**config.mk**
```make
export PLATFORM = sky130hd
export DESIGN_NAME = dbgtap_chain_router
export DESIGN_NICKNAME = d
export VERILOG_FILES = /design/src/rtl/dbgtap_pkg.sv /design/src/rtl/dbgtap_ctrl.sv /design/src/rtl/dbgtap_dpath.sv /design/src/rtl/dbgtap_chain_router.sv
export SDC_FILE = /design/constraint.sdc
export NUM_CORES = 1
export LEC_CHECK = 0
export BUFFER_PORTS_ARGS = -buffer_cell sky130_fd_sc_hd__buf_2
export CAP_MARGIN = 20
export CORE_UTILIZATION = 59
export CTS_CLUSTER_DIAMETER = 80
export DETAILED_ROUTE_END_ITERATION = 12
export GPL_TIMING_DRIVEN = 1
export PLACE_DENSITY = 0.81
export SLEW_MARGIN = 30
export SYNTH_ARGS = -nofsm -noshare
export SYNTH_HDL_FRONTEND = slang
export SYNTH_SLANG_ARGS = --single-unit
```
**constraint.sdc**
```tcl
create_clock -name tck -period 2.6 [get_ports tck]
set_input_delay 0 -clock tck [delete_from_list [all_inputs] [get_ports tck]]
set_output_delay 0 -clock tck [all_outputs]
set_load 0.01 [all_outputs]
```
**src/rtl/dbgtap_pkg.sv**
```systemverilog
package dbgtap_pkg;
  localparam int IR_W = 5;

  localparam logic [IR_W-1:0] OP_CHAIN_WR = 5'h00;
  localparam logic [IR_W-1:0] OP_SEL_LOAD = 5'h02;
  localparam logic [IR_W-1:0] OP_RESUME   = 5'h04;
  localparam logic [IR_W-1:0] OP_STOP     = 5'h08;
  localparam logic [IR_W-1:0] OP_CHAIN_RD = 5'h0C;
  localparam logic [IR_W-1:0] OP_ITR_PICK = 5'h1D;
  localparam logic [IR_W-1:0] OP_IDENT    = 5'h1E;
  localparam logic [IR_W-1:0] OP_BYP      = 5'h1F;

  typedef enum logic [1:0] {
    SRC_BYP   = 2'd0,
    SRC_SEL   = 2'd1,
    SRC_ID    = 2'd2,
    SRC_CHAIN = 2'd3
  } tdoSrc_e;

  typedef struct packed {
    logic    capSel;
    logic    shSel;
    logic    upSel;
    logic    capByp;
    logic    shByp;
    logic    capId;
    logic    shId;
    tdoSrc_e tdoSrc;
  } drStrobe_t;
endpackage

```
**src/rtl/dbgtap_ctrl.sv**
```systemverilog
module dbgtap_ctrl
  import dbgtap_pkg::*;
#(
  parameter int SEL_W      = 5,
  parameter int NUM_CHAINS = 8,
  parameter int ITR_CHAIN  = 4
) (
  input  logic                  tck,
  input  logic                  trstN,
  input  logic [IR_W-1:0]       instr,
  input  logic                  captureDr,
  input  logic                  shiftDr,
  input  logic                  updateDr,
  input  logic [SEL_W-1:0]      selReg,
  output drStrobe_t             st,
  output logic [NUM_CHAINS-1:0] chainEn,
  output logic                  chainCapture,
  output logic                  chainShift,
  output logic                  chainUpdate,
  output logic                  chainWrite
);
  logic isSelLoad, isIdent, isItr, isChainAcc, isWrite, anyEn;

  always_comb begin
    isSelLoad  = (instr == OP_SEL_LOAD);
    isIdent    = (instr == OP_IDENT);
    isItr      = (instr == OP_ITR_PICK);
    isChainAcc = (instr == OP_CHAIN_RD) || (instr == OP_CHAIN_WR);
    isWrite    = (instr == OP_CHAIN_WR) || isItr;
  end

  // One enable per chain number; chain 0 means no chain.
  for (genvar g = 0; g < NUM_CHAINS; g++) begin : g_en
    if (g == 0) begin : g_none
      assign chainEn[g] = 1'b0;
    end else begin : g_chain
      assign chainEn[g] = (isItr && (g == ITR_CHAIN)) ||
                          (isChainAcc && !isItr && (int'(selReg) == g));
    end
  end

  assign anyEn = |chainEn;

  always_comb begin
    if (isSelLoad)      st.tdoSrc = SRC_SEL;
    else if (isIdent)   st.tdoSrc = SRC_ID;
    else if (anyEn)     st.tdoSrc = SRC_CHAIN;
    else                st.tdoSrc = SRC_BYP;
    st.capSel = captureDr && isSelLoad;
    st.shSel  = shiftDr   && isSelLoad;
    st.upSel  = updateDr  && isSelLoad;
    st.capId  = captureDr && isIdent;
    st.shId   = shiftDr   && isIdent;
    st.capByp = captureDr && (st.tdoSrc == SRC_BYP);
    st.shByp  = shiftDr   && (st.tdoSrc == SRC_BYP);
  end

  assign chainCapture = anyEn && captureDr;
  assign chainShift   = anyEn && shiftDr;
  assign chainUpdate  = anyEn && updateDr;
  assign chainWrite   = anyEn && isWrite;

  // never more than one chain routed
  a_r2_onehot_en: assert property (@(posedge tck) disable iff (!trstN)
    $onehot0(chainEn));

  // the shortcut always reaches the instruction-transfer chain
  a_r5_itr_route: assert property (@(posedge tck) disable iff (!trstN)
    (instr == OP_ITR_PICK) |-> (chainEn[ITR_CHAIN] && $countones(chainEn) == 1));

  // no chain strobe without a routed chain
  a_r6_strobe_gated: assert property (@(posedge tck) disable iff (!trstN)
    (chainCapture || chainShift || chainUpdate || chainWrite) |-> (chainEn != '0));
endmodule

```
**src/rtl/dbgtap_dpath.sv**
```systemverilog
module dbgtap_dpath
  import dbgtap_pkg::*;
#(
  parameter int              SEL_W      = 5,
  parameter int              ID_W       = 32,
  parameter logic [ID_W-1:0] ID_VALUE   = 32'h4A5C_0E27,
  parameter int              NUM_CHAINS = 8
) (
  input  logic                  tck,
  input  logic                  trstN,
  input  logic                  tlrState,
  input  logic                  tdi,
  input  drStrobe_t             st,
  input  logic [NUM_CHAINS-1:0] chainEn,
  input  logic [NUM_CHAINS-1:0] chainTdo,
  output logic [SEL_W-1:0]      selReg,
  output logic                  tdo
);
  localparam logic [SEL_W-1:0] CAPT_MARK = {1'b1, {(SEL_W-1){1'b0}}};

  logic [SEL_W-1:0] selShift;
  logic [ID_W-1:0]  idShift;
  logic             bypassReg;

  always_ff @(posedge tck or negedge trstN) begin
    if (!trstN) begin
      selShift  <= '0;
      selReg    <= '0;
      idShift   <= '0;
      bypassReg <= 1'b0;
    end else begin
      if (st.capSel)      selShift <= CAPT_MARK;
      else if (st.shSel)  selShift <= {tdi, selShift[SEL_W-1:1]};

      if (tlrState)       selReg <= '0;
      else if (st.upSel)  selReg <= selShift;

      if (st.capId)       idShift <= ID_VALUE;
      else if (st.shId)   idShift <= {tdi, idShift[ID_W-1:1]};

      if (st.capByp)      bypassReg <= 1'b0;
      else if (st.shByp)  bypassReg <= tdi;
    end
  end

  always_comb begin
    case (st.tdoSrc)
      SRC_SEL:   tdo = selShift[0];
      SRC_ID:    tdo = idShift[0];
      SRC_CHAIN: tdo = |(chainTdo & chainEn);
      default:   tdo = bypassReg;
    endcase
  end

  // stored chain number moves only on a select update or reset state
  a_r4_sel_hold: assert property (@(posedge tck) disable iff (!trstN)
    !$stable(selReg) |-> $past(st.upSel || tlrState));

  // capture marker lands in the select shift register
  a_r3_capture_mark: assert property (@(posedge tck) disable iff (!trstN)
    st.capSel |=> (selShift == CAPT_MARK));

  // bypass register captures zero
  a_r8_bypass_zero: assert property (@(posedge tck) disable iff (!trstN)
    st.capByp |=> (bypassReg == 1'b0));
endmodule

```
**src/rtl/dbgtap_chain_router.sv**
```systemverilog
module dbgtap_chain_router
  import dbgtap_pkg::*;
#(
  parameter int          NUM_CHAINS = 8,
  parameter int          ITR_CHAIN  = 4,
  parameter logic [31:0] ID_VALUE   = 32'h4A5C_0E27
) (
  input  logic                  tck,
  input  logic                  trstN,
  input  logic                  tlrState,
  input  logic                  captureDr,
  input  logic                  shiftDr,
  input  logic                  updateDr,
  input  logic                  tdi,
  input  logic [4:0]            instr,
  input  logic [NUM_CHAINS-1:0] chainTdo,
  output logic                  tdo,
  output logic [NUM_CHAINS-1:0] chainEn,
  output logic                  chainCapture,
  output logic                  chainShift,
  output logic                  chainUpdate,
  output logic                  chainWrite,
  output logic [4:0]            chainSel
);
  localparam int SEL_W = 5;
  localparam int ID_W  = 32;

  drStrobe_t st;
  logic [SEL_W-1:0] selReg;

  dbgtap_ctrl #(
    .SEL_W(SEL_W), .NUM_CHAINS(NUM_CHAINS), .ITR_CHAIN(ITR_CHAIN)
  ) ctrl_i (
    .tck(tck), .trstN(trstN), .instr(instr),
    .captureDr(captureDr), .shiftDr(shiftDr), .updateDr(updateDr),
    .selReg(selReg), .st(st), .chainEn(chainEn),
    .chainCapture(chainCapture), .chainShift(chainShift),
    .chainUpdate(chainUpdate), .chainWrite(chainWrite)
  );

  dbgtap_dpath #(
    .SEL_W(SEL_W), .ID_W(ID_W), .ID_VALUE(ID_VALUE), .NUM_CHAINS(NUM_CHAINS)
  ) dpath_i (
    .tck(tck), .trstN(trstN), .tlrState(tlrState), .tdi(tdi),
    .st(st), .chainEn(chainEn), .chainTdo(chainTdo),
    .selReg(selReg), .tdo(tdo)
  );

  assign chainSel = selReg;
endmodule

```
Yosys cells after proc, flatten, opt, wreduce, memory -nomap -nowiden
Cells that the tools add are included.
- bitwise gates (word level): 1
- equality and inequality tests: 14
- mux-type cells: 12
- reductions and logical operators: 31
- operators with widths (cell ; number):
    2-to-1 mux 32 bit ; 2
    == test 5 x 4 -> 1 bit, second input constant ; 5
    2-to-1 mux 5 bit ; 4
    logical AND 1 bit ; 19
    == test 5 x 2 -> 1 bit, second input constant ; 2
    == test 5 x 3 -> 1 bit, second input constant ; 2
    == test 5 bit, second input constant ; 2
    bitwise AND 8 bit ; 1
    nonzero test 2 bit ; 4
    OR reduction 8 bit ; 1
    OR reduction 7 bit ; 1
    2-to-1 mux 2 bit ; 3
    logical NOT 5 bit ; 1
    == test 2 bit, second input constant ; 2
    logical OR 1 bit ; 3
    case mux 1 bit (3 select lines) ; 1
    == test 2 x 1 -> 1 bit, second input constant ; 1
    logical NOT 2 bit ; 1
    2-to-1 mux 1 bit ; 2
    logical NOT 1 bit ; 1
- input bits: 20
- register bits after elaboration: 43
- output and inout bits: 18
- word-level logic and storage cells: 62

Longest topological paths before layout
Gate-level depths: netlist of run 1.
- depth in word-level cells: 13
- depth in mapped cells: 6
- depth with buffers taken out: 4

Modules after synthesis
From an unflattened synthesis of run 1, not the netlist that was laid out.
- cells, all modules: 191
- area, all modules: 2147.1 um^2
- modules (own cells, without submodules) (module ; instances ; cells each ; area each (um^2)):
    dbgtap_dpath ; 1 ; 148 ; 1851.8
    dbgtap_ctrl ; 1 ; 43 ; 295.3

Least setup slack after synthesis of run 1
Ideal clock, no wire load.
- path type: flip-flop to output port
- start: register dpath_i.selReg[1]
- end: output port tdo
- arrival: 1629 ps
- data required time: 2600 ps
- path buffers: 1
- path slack: 971 ps
- cell stages (with the launch flop): 6
- cell sequence: dfrtp_1 -> clkbuf_1 -> or4b_1 -> nor3_1 -> o21ai_0 -> a41oi_1
- longest elaborated chain between the ends: 9
- elaborated cells between the ends (all ways): 25
- classes of those cells: eq/ne (10); mux (4); bitwise (1); reduce/logical (10)
- ends and longest elaborated chain (item ; RTL line ; RTL):
    start, declared ; dbgtap_dpath.sv:16 ; output logic [SEL_W-1:0] selReg,
    start signal, assigned ; dbgtap_dpath.sv:36 ; else if (st.upSel) selReg <= selShift;
    == test 5 x 4 -> 1 bit ; dbgtap_ctrl.sv:38 ; (isChainAcc && !isItr && (int'(selReg) == g));
    logical AND 1 bit ; dbgtap_ctrl.sv:38 ;
    logical OR 1 bit ; dbgtap_ctrl.sv:37 ; assign chainEn[g] = (isItr && (g == ITR_CHAIN)) ||
    OR reduction 7 bit ; dbgtap_ctrl.sv:42 ; assign anyEn = |chainEn;
    2-to-1 mux 2 bit ; dbgtap_ctrl.sv:47 ; else if (anyEn) st.tdoSrc = SRC_CHAIN;
    2-to-1 mux 2 bit ; dbgtap_ctrl.sv:46 ; else if (isIdent) st.tdoSrc = SRC_ID;
    2-to-1 mux 2 bit ; dbgtap_ctrl.sv:45 ; if (isSelLoad) st.tdoSrc = SRC_SEL;
    == test 2 bit / == test 2 x 1 -> 1 bit (equally long branches) ; dbgtap_dpath.sv:47 ; case (st.tdoSrc)
    case mux 1 bit (3 select lines) (*) ; dbgtap_dpath.sv:47 ;
    end, declared ; dbgtap_chain_router.sv:17 ; output logic tdo,
Mark *: on every way between the ends. The rest lies on a longest branch, timed or not.

Final worst setup path of run 1
Ends and elaborated chain as after synthesis.

==> results of run 1 <==
[metal layers]
layer / up-vias / routed length, um / global-route usage (%) / share of wire, %
met2: 42 / 1793 / 32.52 / 46
met5: - / 0 / 0 / 0
met3: 4 / 188 / 6.211 / 4.9
met4: 0 / 45 / 7.302 / 1.2
li1: 873 / - / - / -
met1: 782 / 1832 / 29.81 / 47
[kinds of logic after synthesis]
family                 Yosys count  share of synthesized area [%]
flip-flops                      43                          50.71
other                            1                         0.1767
buffers and inverters           19                          3.538
AO/OA/AOI/OAI                   51                          13.80
AND/OR/NAND/NOR                119                          28.07
multiplexers                     7                          3.302
XOR/XNOR                         1                         0.4128
[repair_timing]
item                                   in CTS  in global routing
hold buffers                                4                  0
buffers inserted                            0                  0
endpoints found under the hold margin      50                  0
[worst max-delay path by stage]
| stage | slack [ns] | startpoint | cells after the start | end |
|---|---|---|---|---|
| 2_1_floorplan | 0.97 | dpath_i.selReg[1]$_DFFE_PN0P_ | 5 | tdo |
| 6_report | 0.54 | dpath_i.selReg[1]$_DFFE_PN0P_ | 5 | tdo |
| 3_3_place_gp | 0.94 | dpath_i.selReg[1]$_DFFE_PN0P_ | 5 | tdo |
| 4_1_cts | 0.52 | dpath_i.selReg[1]$_DFFE_PN0P_ | 5 | tdo |
| 3_5_place_dp | 0.93 | instr[0] | 4 | dpath_i.idShift[31]$_DFFE_PN0P_ |
| 5_1_grt | 0.33 | dpath_i.selReg[2]$_DFFE_PN0P_ | 5 | tdo |
[power by group]
part	switching [mW]	total, mW	internal, mW
Clock	0.216	0.515	0.299
Sequential	0.0593	0.818	0.759
Combinational	0.111	0.202	0.0907
Total	0.386	1.53	1.15
[placed cells by master, fill, tap and decap left out, drive strengths merged, types with 2 or more instances in the layout]
master | Yosys | layout
nor3 | 6 | 6
nand2b | 20 | 20
nor2b | 7 | 7
inv | 3 | 3
clkbuf | 15 | 5
nor2 | 28 | 28
nor4 | 4 | 4
nand2 | 41 | 41
buf | 1 | 36
o31ai | 2 | 2
a31oi | 5 | 5
bufinv | 0 | 2
nand3b | 2 | 2
dlygate4sd3 | 0 | 4
o21ai | 37 | 37
dfrtp | 43 | 43
nand3 | 2 | 2
or4 | 2 | 2
mux2i | 7 | 7
or3 | 3 | 3
[state kept, by name, summed over array words and instances (netlist names)]
| signal | cells |
|---|---|
| dpath_i.selShift | 5 |
| dpath_i.bypassReg | 1 |
| dpath_i.selReg | 5 |
| dpath_i.idShift | 32 |
[metrics by stage]
stage | utilization, % | area, um2 | cells | hold WS (ns) | power, mW
after floorplan | - | 2122 | 241 | -0.2956 | 0.9564
after global placement | 67.85 | 2300 | 307 | 0.1993 | 1.016
after detailed placement | 67.85 | 2300 | 307 | 0.2002 | 1.028
after CTS | 72.13 | 2445 | 319 | 0.06738 | 1.556
after global routing | 72.31 | 2451 | 319 | 0.08303 | 1.618
final | 72.31 | 2451 | 319 | 0.08612 | 1.535
[worst min-delay path, delay by kind of cell]
family                 cells  cell delay, ns
AOI/OAI and AO/OA          1            0.09
buffers and inverters      1            0.18
and+or+nand+nor            1            0.14
[area by class of cell]
type | count | area [um2]
fill | 254 | 938.4
tap | 46 | 57.56
multi-input combinational | 179 | 975.9
inverter | 3 | 11.26
clock buffer | 5 | 37.54
sequential | 43 | 1076
clock inverter | 3 | 67.56
timing repair buffer | 40 | 225.2
==> impl_metrics.json, run 1 <==
{
  "worstReg2RegEnd": "dpath_i.bypassReg$_DFFE_PN0P_",
  "synth_ff_type": "dfrtp_1",
  "numCtsBuffers": 5,
  "fin_ws_ns": 0.5390,
  "maxCapViolCount": 0,
  "ys_ff_latch": 43,
  "syn-instance-count": 241,
  "crit_buf_inv": 1,
  "vdd.ir_drop.worst_mv": 0.5642,
  "cts.sinks": 43,
  "min-delay-start": "shiftDr",
  "whs_endpoint": "dpath_i.bypassReg$_DFFE_PN0P_",
  "hold_class": "in -> reg",
  "ctsResizeCount": 0,
  "max_freq_mhz": 485.2,
  "critPathCaptureType": "primary output",
  "die_h_um": 61.97,
  "yosysWarnings": 0,
  "viasPerCell": 5.332,
  "vias": 1701,
  "status": "complete, no violations",
  "startpoint_type": "flop",
  "cts_tree": "yes",
  "fin_crit_sh_pct": 79.27,
  "drt_wl_total_um": 3859,
  "first_iter_violations": 96,
  "finalHoldViolCount": 0,
  "setup_viol": 0,
  "synth_top_area_share_pct": 50.71,
  "max_slew_margin_pct": 61.37,
  "overflow": 0,
  "regToRegSetupSlack_ns": 0.96,
  "wire_per_inst_um": 12.10,
  "clkLatencyLatePin_ns": 0.35,
  "maxSlewViolCount": 0,
  "fp.dieW_um": 61.97,
  "row_count": 21,
  "synth_edf_count": 0,
  "tightestPinTransition_ns": 0.5794,
  "clk_pin_slew_ns": 0.13,
  "synth_area_leaders": "dfrtp_1 (51%), o21ai_1 (8.3%), nand2_1 (7.3%), nand2b_1 (5.9%), nor2_1 (4.6%)",
  "crit_type": "reg -> out",
  "port_buffers": 35,
  "yosysMostFrequentCell": "dfrtp_1",
  "grt_pass1_vias": 1356,
  "root_buffer": "clkbuf_4",
  "start_util_pct": 62.61,
  "drc": 0,
  "rsz0062_at_grt": "no",
  "drt.antenna.violating_nets": 0,
  "post_synth.cell_area_avg_um2": 8.805,
  "synth_fp_nets": 261,
  "io_pins": 38,
  "grt_max_degree": 65,
  "hpwl_um": 2524,
  "coreArea_um2": 3390,
  "htreeDepth": 2,
  "yosysUniqueCellTypes": 35,
  "n_antenna_cell": 0,
  "synth_common_cells": "dfrtp_1 (43), nand2_1 (41), o21ai_1 (35)",
  "layout_min_cycle_time_ns": 2.061,
  "crit_arrival_ns": 2.06,
  "clockBufferDepth": 2,
  "ys_async_sr_fraction_pct": 100.0,
  "syn_area_um2": 2122,
  "crit_path_top_delay_cell": "or4b_1",
  "grt_antenna_before_repair": 0,
  "required_ns": 2.60,
  "cp_top_family": "simple AND/OR/NAND/NOR gates",
  "die_area_um2": 3840,
  "r2r-start": "dpath_i.selReg[3]$_DFFE_PN0P_",
  "synth-seq-area-share_pct": 50.71,
  "rr_worst_depth": 4,
  "power-per-cell-area_nw_per_um2": 626.1,
  "crit_path_cell_trace": "or4b_1 > nor3_1 > o21ai_0 > a41oi_1 > buf_2",
  "synth_area_leader_cell": "dfrtp_1",
  "post-place-ws_ns": 0.9285,
  "grt_usage_pct": 21.47,
  "cpPeakStageDelay_ns": 0.55,
  "whs_path_depth": 3,
  "synthToLayoutAreaGrowth_pct": 15.51,
  "finalNetCount": 292,
  "drive_above_1_share_pct": 18.68,
  "grt_pass1_wl_um": 5940,
  "p_leak_nw": 1.132,
  "dr.pass1.iters": 4,
  "finClkSkew_ns": 0.01424,
  "crit_fanout": 9,
  "setup-tns-final_ns": 0,
  "gp_congestion": 0.7670
}
Power figures use the tool's default switching activity.
==> run 2, diff against run 1 <==
Settings changed: CORE_UTILIZATION 59 to 50, PLACE_DENSITY 0.81 to 0.73.
Clock period 2.6 ns to 1.72 ns, I/O delays scaled along.
==> impl_metrics.json, run 2 (synthesis gave the netlist of run 1 again) <==
{
  "rsz0062_at_grt": "yes",
  "layout_min_cycle_time_ns": 1.976,
  "numCtsBuffers": 5,
  "crit_path_cell_trace": "or4_4 > nor4_4 > nor2_2 > a211oi_2 > buf_2",
  "drt_wl_total_um": 4173,
  "dr.pass1.iters": 4,
  "crit_path_top_delay_cell": "or4_4",
  "final_cell_mix": "dfrtp_1 (43), nand2_1 (40), o21ai_1 (35), buf_2 (35), nor2_1 (26)",
  "vias": 1714,
  "setup_viol": 11,
  "fin_crit_sh_pct": 114.9,
  "fillers": 346,
  "maxCapViolCount": 0,
  "gp_congestion": 0.7555,
  "drt.antenna.violating_nets": 0,
  "row_count": 23,
  "crit_type": "reg -> out",
  "overflow": 0,
  "post-route-util_pct": 63.29,
  "power-per-cell-area_nw_per_um2": 853.1,
  "grt_max_degree": 65,
  "hpwl_um": 2715,
  "status": "complete, but fails checks",
  "cpPeakStageDelay_ns": 0.47,
  "clk_pin_slew_ns": 0.08,
  "fp.dieW_um": 67.15,
  "tightestPinTransition_ns": 0.6359,
  "final_common_cell": "dfrtp_1",
  "clkLatencyLatePin_ns": 0.29,
  "required_ns": 1.72,
  "hold_class": "in -> reg",
  "grt_pass1_wl_um": 6817,
  "grt_usage_pct": 20.25,
  "htreeDepth": 2,
  "finalHoldViolCount": 0,
  "root_buffer": "clkbuf_8",
  "port_buffers": 35,
  "first_iter_violations": 89,
  "startpoint_type": "flop",
  "critPathCaptureType": "primary output",
  "max_slew_margin_pct": 57.46,
  "synthToLayoutAreaGrowth_pct": 20.17,
  "post-place-ws_ns": 0.06463,
  "drc": 0,
  "crit_fanout": 5,
  "die_area_um2": 4508,
  "wire_per_inst_um": 12.53,
  "regMostFlops": "dpath_i.idShift",
  "fin_ws_ns": -0.2564,
  "io_pins": 38,
  "finClkSkew_ns": 0.004155,
  "p_leak_nw": 1.181,
  "cp_top_family": "simple AND/OR/NAND/NOR gates",
  "clockBufferDepth": 2,
  "start_util_pct": 52.67,
  "grt_antenna_before_repair": 0,
  "crit_arrival_ns": 1.98,
  "drive_above_1_share_pct": 23.32,
  "cts_tree": "yes",
  "coreArea_um2": 4029,
  "reg_top3": "dpath_i.idShift (32), dpath_i.selReg (5), dpath_i.selShift (5)",
  "grt_pass1_vias": 1536,
  "instances_no_fill": 333,
  "vdd.ir_drop.worst_mv": 0.6145,
  "maxSlewViolCount": 0,
  "finalNetCount": 302,
  "crit_buf_inv": 1,
  "die_h_um": 67.15,
  "n_antenna_cell": 0,
  "cts.sinks": 43,
  "largest_reg_flops": 32,
  "hold_slack_ns": 0.03181,
  "placedCellCount": 318,
  "viasPerCell": 5.147,
  "violations": "negative setup slack",
  "setup-tns-final_ns": -1.572,
  "max_freq_mhz": 506.0
}
[run 2: path summary, 6_finish.rpt]
| check | from | end | cells after the start | slack (ns) |
|---|---|---|---|---|
| worst max-delay path | dpath_i.selReg[3]$_DFFE_PN0P_ | chainWrite | 5 | -0.26 |
| min in group asynchronous | trstN | dpath_i.idShift[18]$_DFFE_PN0P_ | 3 | 0.32 |
| worst max register to register | dpath_i.selReg[3]$_DFFE_PN0P_ | dpath_i.bypassReg$_DFFE_PN0P_ | 5 | 0.02 |
| worst min-delay path | captureDr | dpath_i.bypassReg$_DFFE_PN0P_ | 4 | 0.03 |
| max in group asynchronous | trstN | dpath_i.idShift[15]$_DFFE_PN0P_ | 3 | 1.02 |
| worst min register to register | dpath_i.idShift[31]$_DFFE_PN0P_ | dpath_i.idShift[31]$_DFFE_PN0P_ | 2 | 0.49 |
[run 2: timing repair]
action / in CTS / in global routing
gates resized for setup: 0 / 7
endpoints found under the hold margin: 49 / 0
buffers inserted: 2 / 3
setup endpoints to repair: 11 / 13
pin swaps: 0 / 2
cloned: 0 / 0
hold buffers: 3 / 0
[run 2: cell type report]
class | count | area, um2 | share of cell area [%]
Clock buffer | 6 | 72.57 | 2.846
Clock inverter | 2 | 12.51 | 0.4907
Timing Repair Buffer | 50 | 311.5 | 12.22
Tap cell | 50 | 62.56 | 2.453
Sequential cell | 43 | 1076 | 42.20
Inverter | 3 | 11.26 | 0.4416
Multi-Input combinational cell | 179 | 1003 | 39.35
[run 2: per-stage QoR]
| stage | power [mW] | area (um2) |
|---|---|---|
| 2_1_floorplan | 1.446 | 2122 |
| 3_3_place_gp | 1.543 | 2370 |
| 3_5_place_dp | 1.561 | 2370 |
| 4_1_cts | 2.199 | 2500 |
| 5_1_grt | 2.304 | 2550 |
| 6_report | 2.175 | 2550 |
[run 2: per-layer routing]
layer | GRT usage (%) | share of wire (%)
met5 | 0 | 0
met4 | 6.649 | 0.86
met3 | 4.561 | 4.4
met2 | 34.38 | 48
met1 | 25.44 | 47
[run 2: worst register-to-register path: cells and delay by family (launching register included)]
family          cells  cell delay (ns)
flops               1             0.38
simple gates        3             1.05
buf+inv             1             0.08
compound gates      1             0.07
[run 2: where the power goes]
group          switching, mW  internal [mW]  total [mW]
logic                  0.173          0.145       0.318
registers             0.0879           1.15        1.24
clock network          0.339          0.284       0.622
